[config.mk]
export PLATFORM = sky130hd
export DESIGN_NAME = owr_responder
export DESIGN_NICKNAME = d
export VERILOG_FILES = /design/src/rtl/owr_pkg.sv /design/src/rtl/owr_sync.sv /design/src/rtl/owr_us_counter.sv /design/src/rtl/owr_slot_fsm.sv /design/src/rtl/owr_responder.sv
export SDC_FILE = /design/constraint.sdc
export NUM_CORES = 1
export LEC_CHECK = 0
export CAP_MARGIN = 20
export CORE_AREA = 2 2 45 52
export DETAILED_ROUTE_END_ITERATION = 8
export DIE_AREA = 0 0 47 54
export GPL_TIMING_DRIVEN = 0
export PLACE_DENSITY_LB_ADDON = 0.25
export SYNTH_ARGS = -nofsm -noshare
export SYNTH_HDL_FRONTEND = slang
export SYNTH_HIERARCHICAL = 1
export SYNTH_SLANG_ARGS = --single-unit
export TNS_END_PERCENT = 100
[constraint.sdc]
create_clock -name clk -period 2.25 [get_ports clk]
set_input_delay 0.45 -clock clk [delete_from_list [all_inputs] [get_ports clk]]
set_output_delay 0.45 -clock clk [all_outputs]
set_load 0.05 [all_outputs]
[src/rtl/owr_pkg.sv]
package owr_pkg;

   typedef enum logic [2:0] {
      ST_IDLE  = 3'd0,
      ST_SLOT  = 3'd1,
      ST_HOLD  = 3'd2,
      ST_PWAIT = 3'd3,
      ST_PRES  = 3'd4
   } owr_state_e;

   function automatic int unsigned owr_cnt_width(input int unsigned max_val);
      return (max_val < 2) ? 1 : $clog2(max_val + 1);
   endfunction

endpackage

[src/rtl/owr_sync.sv]
module owr_sync #(
   parameter int unsigned STAGES   = 2,
   parameter logic        IDLE_LVL = 1'b1
) (
   input  logic clk,
   input  logic rst_n,
   input  logic din,
   output logic dout,
   output logic rise,
   output logic fall
);
   logic [STAGES-1:0] sr;
   logic              prev;

   generate
      if (STAGES < 2) begin : g_bad_stages
         $error("owr_sync: STAGES must be at least 2");
      end
      for (genvar i = 0; i < STAGES; i++) begin : g_stage
         if (i == 0) begin : g_first
            always_ff @(posedge clk or negedge rst_n) begin
               if (!rst_n) sr[0] <= IDLE_LVL;
               else        sr[0] <= din;
            end
         end else begin : g_next
            always_ff @(posedge clk or negedge rst_n) begin
               if (!rst_n) sr[i] <= IDLE_LVL;
               else        sr[i] <= sr[i-1];
            end
         end
      end
   endgenerate

   always_ff @(posedge clk or negedge rst_n) begin
      if (!rst_n) prev <= IDLE_LVL;
      else        prev <= sr[STAGES-1];
   end

   assign dout = sr[STAGES-1];
   assign rise = sr[STAGES-1] & ~prev;
   assign fall = ~sr[STAGES-1] & prev;
endmodule

[src/rtl/owr_us_counter.sv]
module owr_us_counter #(
   parameter int unsigned WIDTH = 9,
   parameter int unsigned SAT   = 480
) (
   input  logic             clk,
   input  logic             rst_n,
   input  logic             clr,
   input  logic             tick,
   output logic [WIDTH-1:0] cnt
);
   localparam logic [WIDTH-1:0] SAT_V = WIDTH'(SAT);

   generate
      if (SAT >= (64'd1 << WIDTH)) begin : g_bad_sat
         $error("owr_us_counter: SAT does not fit in WIDTH");
      end
   endgenerate

   always_ff @(posedge clk or negedge rst_n) begin
      if (!rst_n)                 cnt <= '0;
      else if (clr)               cnt <= '0;
      else if (tick && cnt != SAT_V) cnt <= cnt + 1'b1;
   end
endmodule

[src/rtl/owr_slot_fsm.sv]
module owr_slot_fsm
   import owr_pkg::*;
#(
   parameter int unsigned CNT_W       = 9,
   parameter int unsigned RESET_US    = 480,
   parameter int unsigned SAMPLE_US   = 30,
   parameter int unsigned SLOT_MAX_US = 120,
   parameter int unsigned WAIT_US     = 30,
   parameter int unsigned PRES_US     = 120
) (
   input  logic             clk,
   input  logic             rst_n,
   input  logic             tick,
   input  logic             line_s,
   input  logic             line_rise,
   input  logic             line_fall,
   input  logic [CNT_W-1:0] cnt,
   output logic             cnt_clr,
   output logic             drive_low,
   output logic             bit_valid,
   output logic             bit_data
);
   localparam logic [CNT_W-1:0] K_SAMPLE = CNT_W'(SAMPLE_US - 1);
   localparam logic [CNT_W-1:0] K_SLOT   = CNT_W'(SLOT_MAX_US);
   localparam logic [CNT_W-1:0] K_RESET  = CNT_W'(RESET_US);
   localparam logic [CNT_W-1:0] K_WAIT   = CNT_W'(WAIT_US - 1);
   localparam logic [CNT_W-1:0] K_PRES   = CNT_W'(PRES_US - 1);

   owr_state_e st, st_nx;
   logic       v_nx, d_nx;

   always_comb begin
      st_nx   = st;
      cnt_clr = 1'b0;
      v_nx    = 1'b0;
      d_nx    = 1'b0;
      unique case (st)
         ST_IDLE: begin
            if (line_fall) begin
               st_nx   = ST_SLOT;
               cnt_clr = 1'b1;
            end
         end
         ST_SLOT: begin
            if (tick && cnt == K_SAMPLE) begin
               if (line_s) begin
                  v_nx  = 1'b1;
                  d_nx  = 1'b1;
                  st_nx = ST_IDLE;
               end else begin
                  st_nx = ST_HOLD;
               end
            end
         end
         ST_HOLD: begin
            if (line_rise) begin
               if (cnt < K_SLOT) begin
                  v_nx  = 1'b1;
                  st_nx = ST_IDLE;
               end else if (cnt >= K_RESET) begin
                  st_nx   = ST_PWAIT;
                  cnt_clr = 1'b1;
               end else begin
                  st_nx = ST_IDLE;
               end
            end
         end
         ST_PWAIT: begin
            if (tick && cnt == K_WAIT) begin
               st_nx   = ST_PRES;
               cnt_clr = 1'b1;
            end
         end
         ST_PRES: begin
            if (tick && cnt == K_PRES) st_nx = ST_IDLE;
         end
         default: st_nx = ST_IDLE;
      endcase
   end

   always_ff @(posedge clk or negedge rst_n) begin
      if (!rst_n) begin
         st        <= ST_IDLE;
         drive_low <= 1'b0;
         bit_valid <= 1'b0;
         bit_data  <= 1'b0;
      end else begin
         st        <= st_nx;
         drive_low <= (st_nx == ST_PRES);
         bit_valid <= v_nx;
         if (v_nx) bit_data <= d_nx;
      end
   end
endmodule

[src/rtl/owr_responder.sv]
module owr_responder
   import owr_pkg::*;
#(
   parameter int unsigned SYNC_STAGES = 2,
   parameter int unsigned RESET_US    = 480,
   parameter int unsigned SAMPLE_US   = 30,
   parameter int unsigned SLOT_MAX_US = 120,
   parameter int unsigned WAIT_US     = 30,
   parameter int unsigned PRES_US     = 120
) (
   input  logic clk,
   input  logic rst_n,
   input  logic tick_us,
   input  logic line_i,
   output logic drive_low_o,
   output logic bit_valid_o,
   output logic bit_data_o
);
   localparam int unsigned CNT_W = owr_cnt_width(RESET_US);

   generate
      if (RESET_US < 480) begin : g_bad_reset
         $error("owr_responder: RESET_US below 480");
      end
      if (WAIT_US < 15 || WAIT_US > 60) begin : g_bad_wait
         $error("owr_responder: WAIT_US outside 15..60");
      end
      if (PRES_US < 60 || PRES_US > 240) begin : g_bad_pres
         $error("owr_responder: PRES_US outside 60..240");
      end
      if (SAMPLE_US < 16 || SAMPLE_US >= SLOT_MAX_US || SLOT_MAX_US >= RESET_US) begin : g_bad_slot
         $error("owr_responder: need 15 < SAMPLE_US < SLOT_MAX_US < RESET_US");
      end
   endgenerate

   logic             line_s, line_rise, line_fall;
   logic             cnt_clr;
   logic [CNT_W-1:0] cnt;

   owr_sync #(
      .STAGES   (SYNC_STAGES),
      .IDLE_LVL (1'b1)
   ) u_sync (
      .clk  (clk),
      .rst_n(rst_n),
      .din  (line_i),
      .dout (line_s),
      .rise (line_rise),
      .fall (line_fall)
   );

   owr_us_counter #(
      .WIDTH(CNT_W),
      .SAT  (RESET_US)
   ) u_cnt (
      .clk  (clk),
      .rst_n(rst_n),
      .clr  (cnt_clr),
      .tick (tick_us),
      .cnt  (cnt)
   );

   owr_slot_fsm #(
      .CNT_W      (CNT_W),
      .RESET_US   (RESET_US),
      .SAMPLE_US  (SAMPLE_US),
      .SLOT_MAX_US(SLOT_MAX_US),
      .WAIT_US    (WAIT_US),
      .PRES_US    (PRES_US)
   ) u_fsm (
      .clk      (clk),
      .rst_n    (rst_n),
      .tick     (tick_us),
      .line_s   (line_s),
      .line_rise(line_rise),
      .line_fall(line_fall),
      .cnt      (cnt),
      .cnt_clr  (cnt_clr),
      .drive_low(drive_low_o),
      .bit_valid(bit_valid_o),
      .bit_data (bit_data_o)
   );
endmodule

==> flow_metrics.env, run 1 <==
export IMPL_routedWlPerCell_um=13.14
export IMPL_power_mw=0.9863
export IMPL_rrSetupSlack_ns=0.1
export IMPL_reg2reg_depth=7
export IMPL_dp_hpwl_mm=1.332
export IMPL_grt_max_degree=19
export IMPL_synth_nets=103
export IMPL_insertion_delay_ns=0.28
export IMPL_finalCriticalPeriod_ns=2.155
export IMPL_clk_path_buf_depth=2
export IMPL_drc=0
export IMPL_worstMarginPinSlew_ns=0.7989
export IMPL_chipHeight_um=54
export IMPL_grt_pass1_wl_mm=3.256
export IMPL_ir_drop_mv=0.5359
export IMPL_crit_required_ns=2.43
export IMPL_cts_made_buffers=3
export IMPL_clkTransAtPathRegs_ns=0.10
export IMPL_hold_viol_final=0
export IMPL_setup_violations=0
export IMPL_r2r_start="u_cnt/cnt[5]$_DFFE_PN0P_"
export IMPL_synth_area_leader_cell="dfrtp_1"
export IMPL_synth_seq_cells=18
export IMPL_synth_top_area_share_pct=38.96
export IMPL_synth_area_leaders="dfrtp_1, dfstp_2, nand2_1, a21oi_1, ha_1"
export IMPL_netlist_area_um2=963.4
export IMPL_slew_headroom_pct=46.57
export IMPL_area_delta_synth_final_pct=17.92
export IMPL_root_buffer="clkbuf_4"
export IMPL_yosys_warnings=6
export IMPL_crit_end="u_cnt/cnt[0]$_DFFE_PN0P_"
export IMPL_clock_sinks=18
export IMPL_io_pins=7
export IMPL_hold_class="flip-flop to flip-flop"
export IMPL_core_um2=2072
export IMPL_crit_type="flip-flop to flip-flop"
export IMPL_grt_overflow_total=0
export IMPL_ant_nets=0
export IMPL_avgSynthCellArea_um2=9.932
export IMPL_finClkSkew_ns=0.001651
export IMPL_status="complete, no violations"
export IMPL_finalCritPeriodShare_pct=95.76
export IMPL_arrival_ns=2.33
export IMPL_drive_gt1_share_pct=16.51
export IMPL_ctsHoldBuffers=0
export IMPL_leakage_nw=0.4653
export IMPL_start_util_pct=46.50
export IMPL_fin_area_um2=1136
export IMPL_via_per_inst=5.604
export IMPL_synth_edf_count=0
export IMPL_startpoint="u_cnt/cnt[5]$_DFFE_PN0P_"
export IMPL_drt_first_pass_iters=4
export IMPL_cts_tree="built"
export IMPL_rsz0062_at_grt="no"
export IMPL_vias=779
export IMPL_ys_seq_area_share_pct=47.14
export IMPL_fillCellCount=204
export IMPL_gp_congestion=0.7754
export IMPL_dpl_cell_area_um2=1061
export IMPL_crit_fanout=7
export IMPL_start_kind="flip-flop"
export IMPL_grt_pass1_vias=741
export IMPL_grt_usage_pct=17.68
export IMPL_r2r_end="u_cnt/cnt[0]$_DFFE_PN0P_"
export IMPL_syn_inst=97
export IMPL_rows=18
export IMPL_report_final_slew_viol_count=0
export IMPL_die_x_um=47
export IMPL_ys_async_sr_fraction_pct=100.0
export IMPL_drt_iter0_drc=12
export IMPL_drt_total_wl_mm=1.826
export IMPL_hold_path_depth=0
export IMPL_antenna_found_initial=0
export IMPL_htreeDepth=1
export IMPL_max_cap_violations=0
export IMPL_dominantRegCellSynth="dfrtp_1"
export IMPL_die_area_um2=2538
export IMPL_powerDensity_nw_per_um2=868.2
export IMPL_fmax_mhz=464.1
export IMPL_layout_nets=116
export IMPL_portBuffers=6
export IMPL_yosysUniqueCellTypes=39
export IMPL_num_antenna_cells=0
export IMPL_worstSetupEndpointType="flip-flop"
[worst min-delay path by stage]
stage                                 from                        to  slack [ns]
floorplan                            rst_n  u_cnt/cnt[0]$_DFFE_PN0P_        0.15
global placement    u_sync/sr[0]$_DFF_PN1_     u_sync/dout$_DFF_PN1_        0.35
detailed placement  u_sync/sr[0]$_DFF_PN1_     u_sync/dout$_DFF_PN1_        0.35
CTS                 u_sync/sr[0]$_DFF_PN1_     u_sync/dout$_DFF_PN1_        0.37
global route        u_sync/sr[0]$_DFF_PN1_     u_sync/dout$_DFF_PN1_        0.37
finish              u_sync/sr[0]$_DFF_PN1_     u_sync/dout$_DFF_PN1_        0.36
[per-layer routing]
| layer | vias up | share of wire [%] | global-route usage [%] |
|---|---|---|---|
| met5 | - | 0 | 0 |
| met4 | 0 | 0.77 | 6.019 |
| met3 | 2 | 3.9 | 3.020 |
| met2 | 19 | 50 | 28.31 |
| met1 | 375 | 45 | 23.80 |
| li1 | 383 | - | - |
[power breakdown]
part / switching [mW] / internal (mW) / total (mW)
registers: 0.0956 / 0.385 / 0.480
logic: 0.155 / 0.156 / 0.310
clock network: 0.0973 / 0.0983 / 0.196
[through the flow]
stage | std cells | utilization (%) | hold WS, ns | worst slack [ns] | TNS (ns)
2_1_floorplan | 97 | - | 0.1544 | 0.03558 | 0
3_3_place_gp | 133 | 51.21 | 0.3472 | -0.6368 | -3.936
3_5_place_dp | 133 | 51.21 | 0.3495 | -0.7057 | -4.436
4_1_cts | 138 | 53.50 | 0.3654 | 0.004306 | 0
5_1_grt | 139 | 54.83 | 0.3701 | 0.005272 | 0
6_report | 139 | 54.83 | 0.3633 | 0.09548 | 0
[worst max-delay path, stage by stage (launching register included)]
cell and delay, ns:
dfrtp_2 0.45, or3_1 0.39, or4_1 0.43, buf_6 0.16, o22ai_4 0.17, buf_4 0.15
nor2_1 0.04, mux2_4 0.25
[flip-flops by register name, indices dropped and copies added (netlist names)]
signal	count
u_sync/prev	1
u_cnt/cnt	9
u_fsm/drive_low	1
u_fsm/bit_valid	1
u_sync/dout	1
u_fsm/st	3
u_sync/sr	1
u_fsm/bit_data	1
[synthesized netlist by cell type (2+ instances only)]
library cell / instances
inv_1: 4
nand2b_1: 4
nand3_1: 4
ha_1: 2
o31ai_1: 2
o21ai_0: 3
nor2b_1: 3
dfstp_2: 3
o22ai_1: 3
or3_1: 3
a21oi_1: 5
o41ai_1: 2
or4_1: 3
nand2_1: 9
nor3b_1: 2
and3b_1: 2
dfrtp_1: 15
nor2_1: 6
o2bb2ai_1: 2
[logic make-up after synthesis]
family,after synthesis,share of synthesized area (%)
buf+inv,6,2.466
mux,2,2.597
simple gates,45,28.05
compound gates,22,15.32
flops,18,47.14
fa+ha+maj,2,2.597
xor+xnor,2,1.819
[placed cells by master (no fill, tap or decap), types with 2 or more instances in the layout]
cell,n
nor3b_1,2
nor2b_1,3
o41ai_1,2
and3b_1,2
clkdlybuf4s50_1,5
nor2_1,6
o21ai_0,3
or3_1,3
nand3_1,4
nand2_1,9
dfstp_2,3
dfrtp_1,14
clkbuf_4,3
or4_1,3
inv_1,4
o22ai_1,2
o31ai_1,2
buf_4,3
a21oi_1,5
o2bb2ai_1,2
nand2b_1,4
ha_1,2
[cell type report]
| class | count | area, um2 | share of cell area (%) |
|---|---|---|---|
| clock buffer | 4 | 36.28 | 3.194 |
| timing repair buffer | 8 | 73.82 | 6.498 |
| sequential | 18 | 455.4 | 40.09 |
| inverter | 4 | 15.01 | 1.322 |
| tap | 30 | 37.54 | 3.304 |
| multi-input combinational | 73 | 499.2 | 43.94 |
| buffer | 2 | 18.77 | 1.652 |
[repair_timing]
item / 4_1_cts / 5_1_grt
resized for setup: 4 / 6
setup endpoints to repair: 9 / 9
setup buffers: 1 / 1
endpoints found under the hold margin: 0 / 0
pin swaps: 0 / 0
(Power assumes the default switching activity.)
==> run 2: changes to the inputs <==
--- a/config.mk
+++ b/config.mk
@@ -6,13 +6,12 @@
 export NUM_CORES = 1
 export LEC_CHECK = 0
 export CAP_MARGIN = 20
-export CORE_AREA = 2 2 45 52
+export CORE_AREA = 2 2 46 52
 export DETAILED_ROUTE_END_ITERATION = 8
-export DIE_AREA = 0 0 47 54
+export DIE_AREA = 0 0 48 54
 export GPL_TIMING_DRIVEN = 0
 export PLACE_DENSITY_LB_ADDON = 0.25
 export SYNTH_ARGS = -nofsm -noshare
 export SYNTH_HDL_FRONTEND = slang
-export SYNTH_HIERARCHICAL = 1
 export SYNTH_SLANG_ARGS = --single-unit
 export TNS_END_PERCENT = 100
==> run 2 against run 1 <==
  * Clock power rose by 2%
  * Sequential power fell by 2%
  * Cell count fell by 2.9%
  * First-iteration DRC count fell by 67%
  * Clock-buffer cell count did not move
  * Setup slack improved by 0.11 ns
  * Critical path type unchanged
  * Critical endpoint is now u_cnt.cnt[1]$_DFFE_PN0P_
  * Largest power group unchanged
==> flow_metrics.env, run 2 <==
export IMPL_drt_first_pass_iters=4
export IMPL_num_antenna_cells=0
export IMPL_synth_common_cells="dfrtp_1, nor2_1, nand2_1, nand4_1, o21ai_0"
export IMPL_die_x_um=48
export IMPL_max_cap_violations=0
export IMPL_synth_most_common_cell="dfrtp_1"
export IMPL_ys_seq_area_share_pct=45.49
export IMPL_synth_edf_count=0
export IMPL_report_final_slew_viol_count=0
export IMPL_grt_usage_pct=16.63
export IMPL_crit_required_ns=2.43
export IMPL_htreeDepth=1
export IMPL_finClkSkew_ns=0.004053
export IMPL_worstSetupEndpointType="flip-flop"
export IMPL_drt_iter0_drc=4
export IMPL_drt_total_wl_mm=1.788
export IMPL_slew_headroom_pct=46.54
export IMPL_drive_gt1_share_pct=21.90
export IMPL_synth_seq_cells=18
export IMPL_clock_sinks=18
export IMPL_ctsHoldBuffers=0
export IMPL_crit_type="flip-flop to flip-flop"
export IMPL_finalCritPeriodShare_pct=90.72
export IMPL_root_buffer="clkbuf_4"
export IMPL_portBuffers=6
export IMPL_layout_common_cells="dfrtp_1, nor2_1, nand4_1, nand2_1, clkdlybuf4s50_1"
export IMPL_vias=708
export IMPL_cts_tree="built"
export IMPL_netlist_area_um2=998.5
export IMPL_routedWlPerCell_um=13.24
export IMPL_insertion_delay_ns=0.30
export IMPL_hold_class="flip-flop to flip-flop"
export IMPL_gp_congestion=0.7808
export IMPL_chipHeight_um=54
export IMPL_timing_final_ws_setup_ns=0.2088
export IMPL_area_delta_synth_final_pct=13.41
export IMPL_leakage_nw=0.5015
export IMPL_multi_input_area_um2=483.0
export IMPL_mostFrequentLayoutCell="dfrtp_1"
export IMPL_grt_max_degree=19
export IMPL_grt_overflow_total=0
export IMPL_worstPathCellList="inv_1 -> ha_1 -> or4b_1 -> or4_4 -> o21ai_4 -> nor2_1"
export IMPL_regMostFlops="u_cnt.cnt"
export IMPL_yosys_warnings=0
export IMPL_ant_nets=0
export IMPL_rows=18
export IMPL_via_per_inst=5.244
export IMPL_dp_hpwl_mm=1.270
export IMPL_start_util_pct=46.67
export IMPL_io_pins=7
export IMPL_rsz0062_at_grt="no"
export IMPL_cpMaxStageDelayCell="or4_4"
export IMPL_crit_fanout=9
export IMPL_regArea_um2=454.2
export IMPL_hold_path_depth=0
export IMPL_top_regs="u_cnt.cnt x9, u_fsm.st x3"
export IMPL_reg2reg_depth=6
export IMPL_drc=0
export IMPL_ys_async_sr_fraction_pct=100.0
export IMPL_start_kind="flip-flop"
export IMPL_dominantRegCellSynth="dfrtp_1"
export IMPL_synth_area_leaders="dfrtp_1, dfstp_2, nand4_1, nor2_1, ha_1"
export IMPL_cp_top_family="simple AND/OR/NAND/NOR gates"
export IMPL_setup_violations=0
export IMPL_status="complete, no violations"
export IMPL_path_buf_inv=1
export IMPL_powerDensity_nw_per_um2=940.9
export IMPL_grt_pass1_wl_mm=2.987
export IMPL_ir_drop_mv=0.5703
export IMPL_cts_resized=0
export IMPL_fmax_mhz=489.9
export IMPL_synth_nets=102
export IMPL_fillCellCount=211
export IMPL_synth_top_area_share_pct=37.59
export IMPL_power_mw=1.065
export IMPL_cts_setup_buffers=0
export IMPL_avgSynthCellArea_um2=10.51
export IMPL_clkTransAtPathRegs_ns=0.10
export IMPL_synth_area_leader_cell="dfrtp_1"
export IMPL_syn_inst=95
export IMPL_dpl_worst_slack_ns=0.1883
export IMPL_max_stage_delay_ns=0.55
export IMPL_worstMarginPinSlew_ns=0.7993
export IMPL_yosysUniqueCellTypes=34
export IMPL_arrival_ns=2.22
export IMPL_grt_pass1_vias=665
export IMPL_tns_ns=0
export IMPL_layout_nets=113
export IMPL_largest_reg_flops=9
export IMPL_die_area_um2=2592
export IMPL_finalCriticalPeriod_ns=2.041
export IMPL_hold_viol_final=0
export IMPL_antenna_found_initial=0
export IMPL_cp_depth=6
export IMPL_clk_path_buf_depth=2
export IMPL_core_um2=2140
export IMPL_cts_made_buffers=3
==> run 2: cell types whose count changed after synthesis, sizes merged, moves of 3 or more <==
cell	previous run	this run
a21oi	5	1
and3	0	3
nand2b	5	0
nand4	2	7
nor2	6	14
nor2b	3	0
o22ai	3	0
xor2	1	4
==> run 2: report_power, final <==
| group | internal [mW] | switching (mW) |
|---|---|---|
| registers | 0.397 | 0.0725 |
| logic | 0.187 | 0.209 |
| clock network | 0.0987 | 0.101 |
| total | 0.683 | 0.383 |
==> run 2: kinds of logic (layout without fill, tap and decap cells) <==
logic type / after synthesis / count (layout) / share of synthesized area (%)
and+or+nand+nor: 48 / 48 / 29.32
DFF: 18 / 18 / 45.49
AOI/OAI and AO/OA: 10 / 10 / 7.143
xor gates and xnor gates: 7 / 7 / 6.140
buffers and inverters: 7 / 17 / 6.140
adders and majority gates: 3 / 3 / 3.760
muxes: 2 / 2 / 2.005
==> run 2: metrics by stage <==
stage	util [%]	instance area, um2	hold WS [ns]	instances
6_report	52.92	1132	0.3606	135
5_1_grt	52.92	1132	0.3663	135
4_1_cts	52.92	1132	0.3625	135
3_5_place_dp	51.23	1096	0.3476	131
3_3_place_gp	51.23	1096	0.3474	131
2_1_floorplan	-	998.5	0.1544	95
==> run 2: area by class of cell <==
| cell class | instances | area share, % |
|---|---|---|
| multi-input cells | 70 | 42.65 |
| plain buffers | 5 | 4.751 |
| well taps | 30 | 3.315 |
| inverters | 2 | 0.6630 |
| clock buffers | 4 | 3.204 |
| flip-flops and latches | 18 | 40.11 |
| repair buffers | 6 | 5.304 |
==> run 2: worst paths after layout <==
kind	startpoint	endpoint	slack, ns
setup reg to reg	u_cnt.cnt[1]$_DFFE_PN0P_	u_cnt.cnt[1]$_DFFE_PN0P_	0.21
setup / recovery	u_cnt.cnt[1]$_DFFE_PN0P_	u_cnt.cnt[1]$_DFFE_PN0P_	0.21
hold / removal	u_sync.sr[0]$_DFF_PN1_	u_sync.dout$_DFF_PN1_	0.36
min in group asynchronous	rst_n	u_cnt.cnt[6]$_DFFE_PN0P_	0.61
hold reg to reg	u_sync.sr[0]$_DFF_PN1_	u_sync.dout$_DFF_PN1_	0.36
max in group asynchronous	rst_n	u_cnt.cnt[2]$_DFFE_PN0P_	1.15
==> run 2: metal layers <==
layer / routed length (um) / vias up / share of wire, % / GRT usage [%]
li1: - / 355 / - / -
met1: 867 / 340 / 48 / 22.04
met2: 844 / 8 / 47 / 25.56
met3: 42 / 5 / 2.3 / 3.020
met4: 34 / 0 / 1.9 / 8.108
met5: 0 / - / 0 / 0
==> run 3: changes to the inputs <==
--- a/config.mk
+++ b/config.mk
@@ -11,6 +11,7 @@
 export DIE_AREA = 0 0 48 54
 export GPL_TIMING_DRIVEN = 0
 export PLACE_DENSITY_LB_ADDON = 0.25
+export RECOVER_POWER = 50
 export SYNTH_ARGS = -nofsm -noshare
 export SYNTH_HDL_FRONTEND = slang
 export SYNTH_SLANG_ARGS = --single-unit
==> run 3 against run 2 <==
  * Design area unchanged
  * Cell count unchanged
  * Routed wire length down 0.11%
  * Highest routed layer unchanged
  * Largest cell class unchanged
==> flow_metrics.env, run 3 (synthesis gave the netlist of run 2 again) <==
export IMPL_gp_congestion=0.7808
export IMPL_drive_gt1_share_pct=20.95
export IMPL_tns_ns=0
export IMPL_die_x_um=48
export IMPL_crit_required_ns=2.43
export IMPL_power_switching_share_pct=35.96
export IMPL_antenna_found_initial=0
export IMPL_area_delta_synth_final_pct=13.41
export IMPL_p_switching_mw=0.3827
export IMPL_multi_input_area_um2=483.0
export IMPL_drt_first_pass_iters=4
export IMPL_routed_top_layer="met4"
export IMPL_die_area_um2=2592
export IMPL_chipHeight_um=54
export IMPL_dp_hpwl_mm=1.270
export IMPL_top_regs="u_cnt.cnt x9, u_fsm.st x3"
export IMPL_grt_pass1_wl_mm=2.987
export IMPL_layout_common_cells="dfrtp_1, nor2_1, nand4_1, nand2_1, o21ai_0"
export IMPL_cts_setup_buffers=0
export IMPL_largest_reg_flops=9
export IMPL_wl_met1_um=862
export IMPL_ctsHoldBuffers=0
export IMPL_start_util_pct=46.67
export IMPL_slew_headroom_pct=46.47
export IMPL_io_pins=7
export IMPL_rows=18
export IMPL_arrival_ns=2.22
export IMPL_seqPwrFrac_pct=44.1
export IMPL_worstSetupEndpointType="flip-flop"
export IMPL_power_mw=1.064
export IMPL_finClkSkew_ns=0.004108
export IMPL_regMostFlops="u_cnt.cnt"
export IMPL_leakage_nw=0.5014
export IMPL_grt_overflow_total=0
export IMPL_htreeDepth=1
export IMPL_clkTransAtPathRegs_ns=0.10
export IMPL_ant_nets=0
export IMPL_combPwrFrac_pct=37.1
export IMPL_num_antenna_cells=0
export IMPL_rsz0062_at_grt="no"
export IMPL_grt_pass1_vias=665
export IMPL_via_per_inst=5.230
export IMPL_crit_type="flip-flop to flip-flop"
export IMPL_drc=0
export IMPL_path_buf_inv=1
export IMPL_grt_max_degree=19
export IMPL_cp_depth=6
export IMPL_ir_drop_mv=0.5702
export IMPL_vias=706
export IMPL_powerDensity_nw_per_um2=939.7
export IMPL_cpMaxStageDelayCell="or4_4"
export IMPL_clk_path_buf_depth=2
export IMPL_clock_power_share_pct=18.7
export IMPL_finalCritPeriodShare_pct=90.72
export IMPL_fmax_mhz=489.9
export IMPL_grt_usage_pct=16.63
export IMPL_hold_class="flip-flop to flip-flop"
export IMPL_met3_length_um=41
export IMPL_drt_total_wl_mm=1.786
export IMPL_status="complete, no violations"
export IMPL_met2WireLength_um=847
export IMPL_root_buffer="clkbuf_4"
export IMPL_cts_made_buffers=3
export IMPL_intPower_mw=0.6814
export IMPL_start_kind="flip-flop"
export IMPL_worstPathCellList="inv_1 -> ha_1 -> or4b_1 -> or4_4 -> o21ai_4 -> nor2_1"
export IMPL_cp_top_family="simple AND/OR/NAND/NOR gates"
export IMPL_fillCellCount=211
export IMPL_regArea_um2=454.2
export IMPL_report_final_slew_viol_count=0
export IMPL_finalCriticalPeriod_ns=2.041
export IMPL_max_stage_delay_ns=0.55
export IMPL_crit_fanout=9
export IMPL_hold_viol_final=0
export IMPL_setup_violations=0
export IMPL_portBuffers=6
export IMPL_core_um2=2140
export IMPL_routedWlPerCell_um=13.23
export IMPL_layout_nets=113
export IMPL_insertion_delay_ns=0.30
export IMPL_cts_tree="built"
export IMPL_clock_sinks=18
export IMPL_mostFrequentLayoutCell="dfrtp_1"
export IMPL_cts_resized=0
export IMPL_hold_path_depth=0
export IMPL_max_cap_violations=0
export IMPL_reg2reg_depth=6
export IMPL_drt_iter0_drc=4
export IMPL_worstMarginPinSlew_ns=0.8002
## run 3: worst paths after layout
| kind | from | endpoint | slack [ns] |
|---|---|---|---|
| setup reg to reg | u_cnt.cnt[1]$_DFFE_PN0P_ | u_cnt.cnt[1]$_DFFE_PN0P_ | 0.21 |
| setup / recovery | u_cnt.cnt[1]$_DFFE_PN0P_ | u_cnt.cnt[1]$_DFFE_PN0P_ | 0.21 |
| min in group asynchronous | rst_n | u_cnt.cnt[6]$_DFFE_PN0P_ | 0.67 |
| hold reg to reg | u_sync.sr[0]$_DFF_PN1_ | u_sync.dout$_DFF_PN1_ | 0.37 |
| hold / removal | u_sync.sr[0]$_DFF_PN1_ | u_sync.dout$_DFF_PN1_ | 0.37 |
| max in group asynchronous | rst_n | u_cnt.cnt[2]$_DFFE_PN0P_ | 1.08 |
## run 3: area by class of cell
cell class,instances,share of cell area (%)
Multi-Input combinational cell,70,42.65
Sequential cell,18,40.11
Timing Repair Buffer,6,5.304
Buffer,5,4.751
Tap cell,30,3.315
Clock buffer,4,3.204
Inverter,2,0.6630
## run 3: stage by stage
stage          cell area (um2)  setup slack (ns)  utilization, %  hold slack [ns]  cells
6_report                  1132            0.2089           52.92           0.3661    135
5_1_grt                   1132           0.07464           52.92           0.3718    135
4_1_cts                   1132            0.1889           52.92           0.3625    135
3_5_place_dp              1096            0.1883           51.23           0.3476    131
3_3_place_gp              1096            0.2050           51.23           0.3474    131
2_1_floorplan            998.5            0.3666               -           0.1544     95
## run 3: routing by layer
metal | global-route usage [%] | up-vias
met5 | 0 | -
met4 | 8.108 | 0
met3 | 3.020 | 5
met2 | 25.56 | 8
met1 | 22.04 | 338
li1 | - | 355
## run 3: worst register-to-register path, delay by kind of cell (launching register included)
kind / cells / cell delay (ns)
AOI/OAI and AO/OA: 1 / 0.16
adders and majority gates: 1 / 0.16
buffers and inverters: 1 / 0.10
DFF: 1 / 0.43
and+or+nand+nor: 3 / 1.08
## run 3: power by group through the flow
stage	combinational [mW]	sequential (mW)	clock, mW
floorplan	0.307	0.471	0
global placement	0.385	0.475	0
detailed placement	0.396	0.477	0
CTS	0.400	0.470	0.207
global route	0.451	0.481	0.224
finish	0.395	0.470	0.199
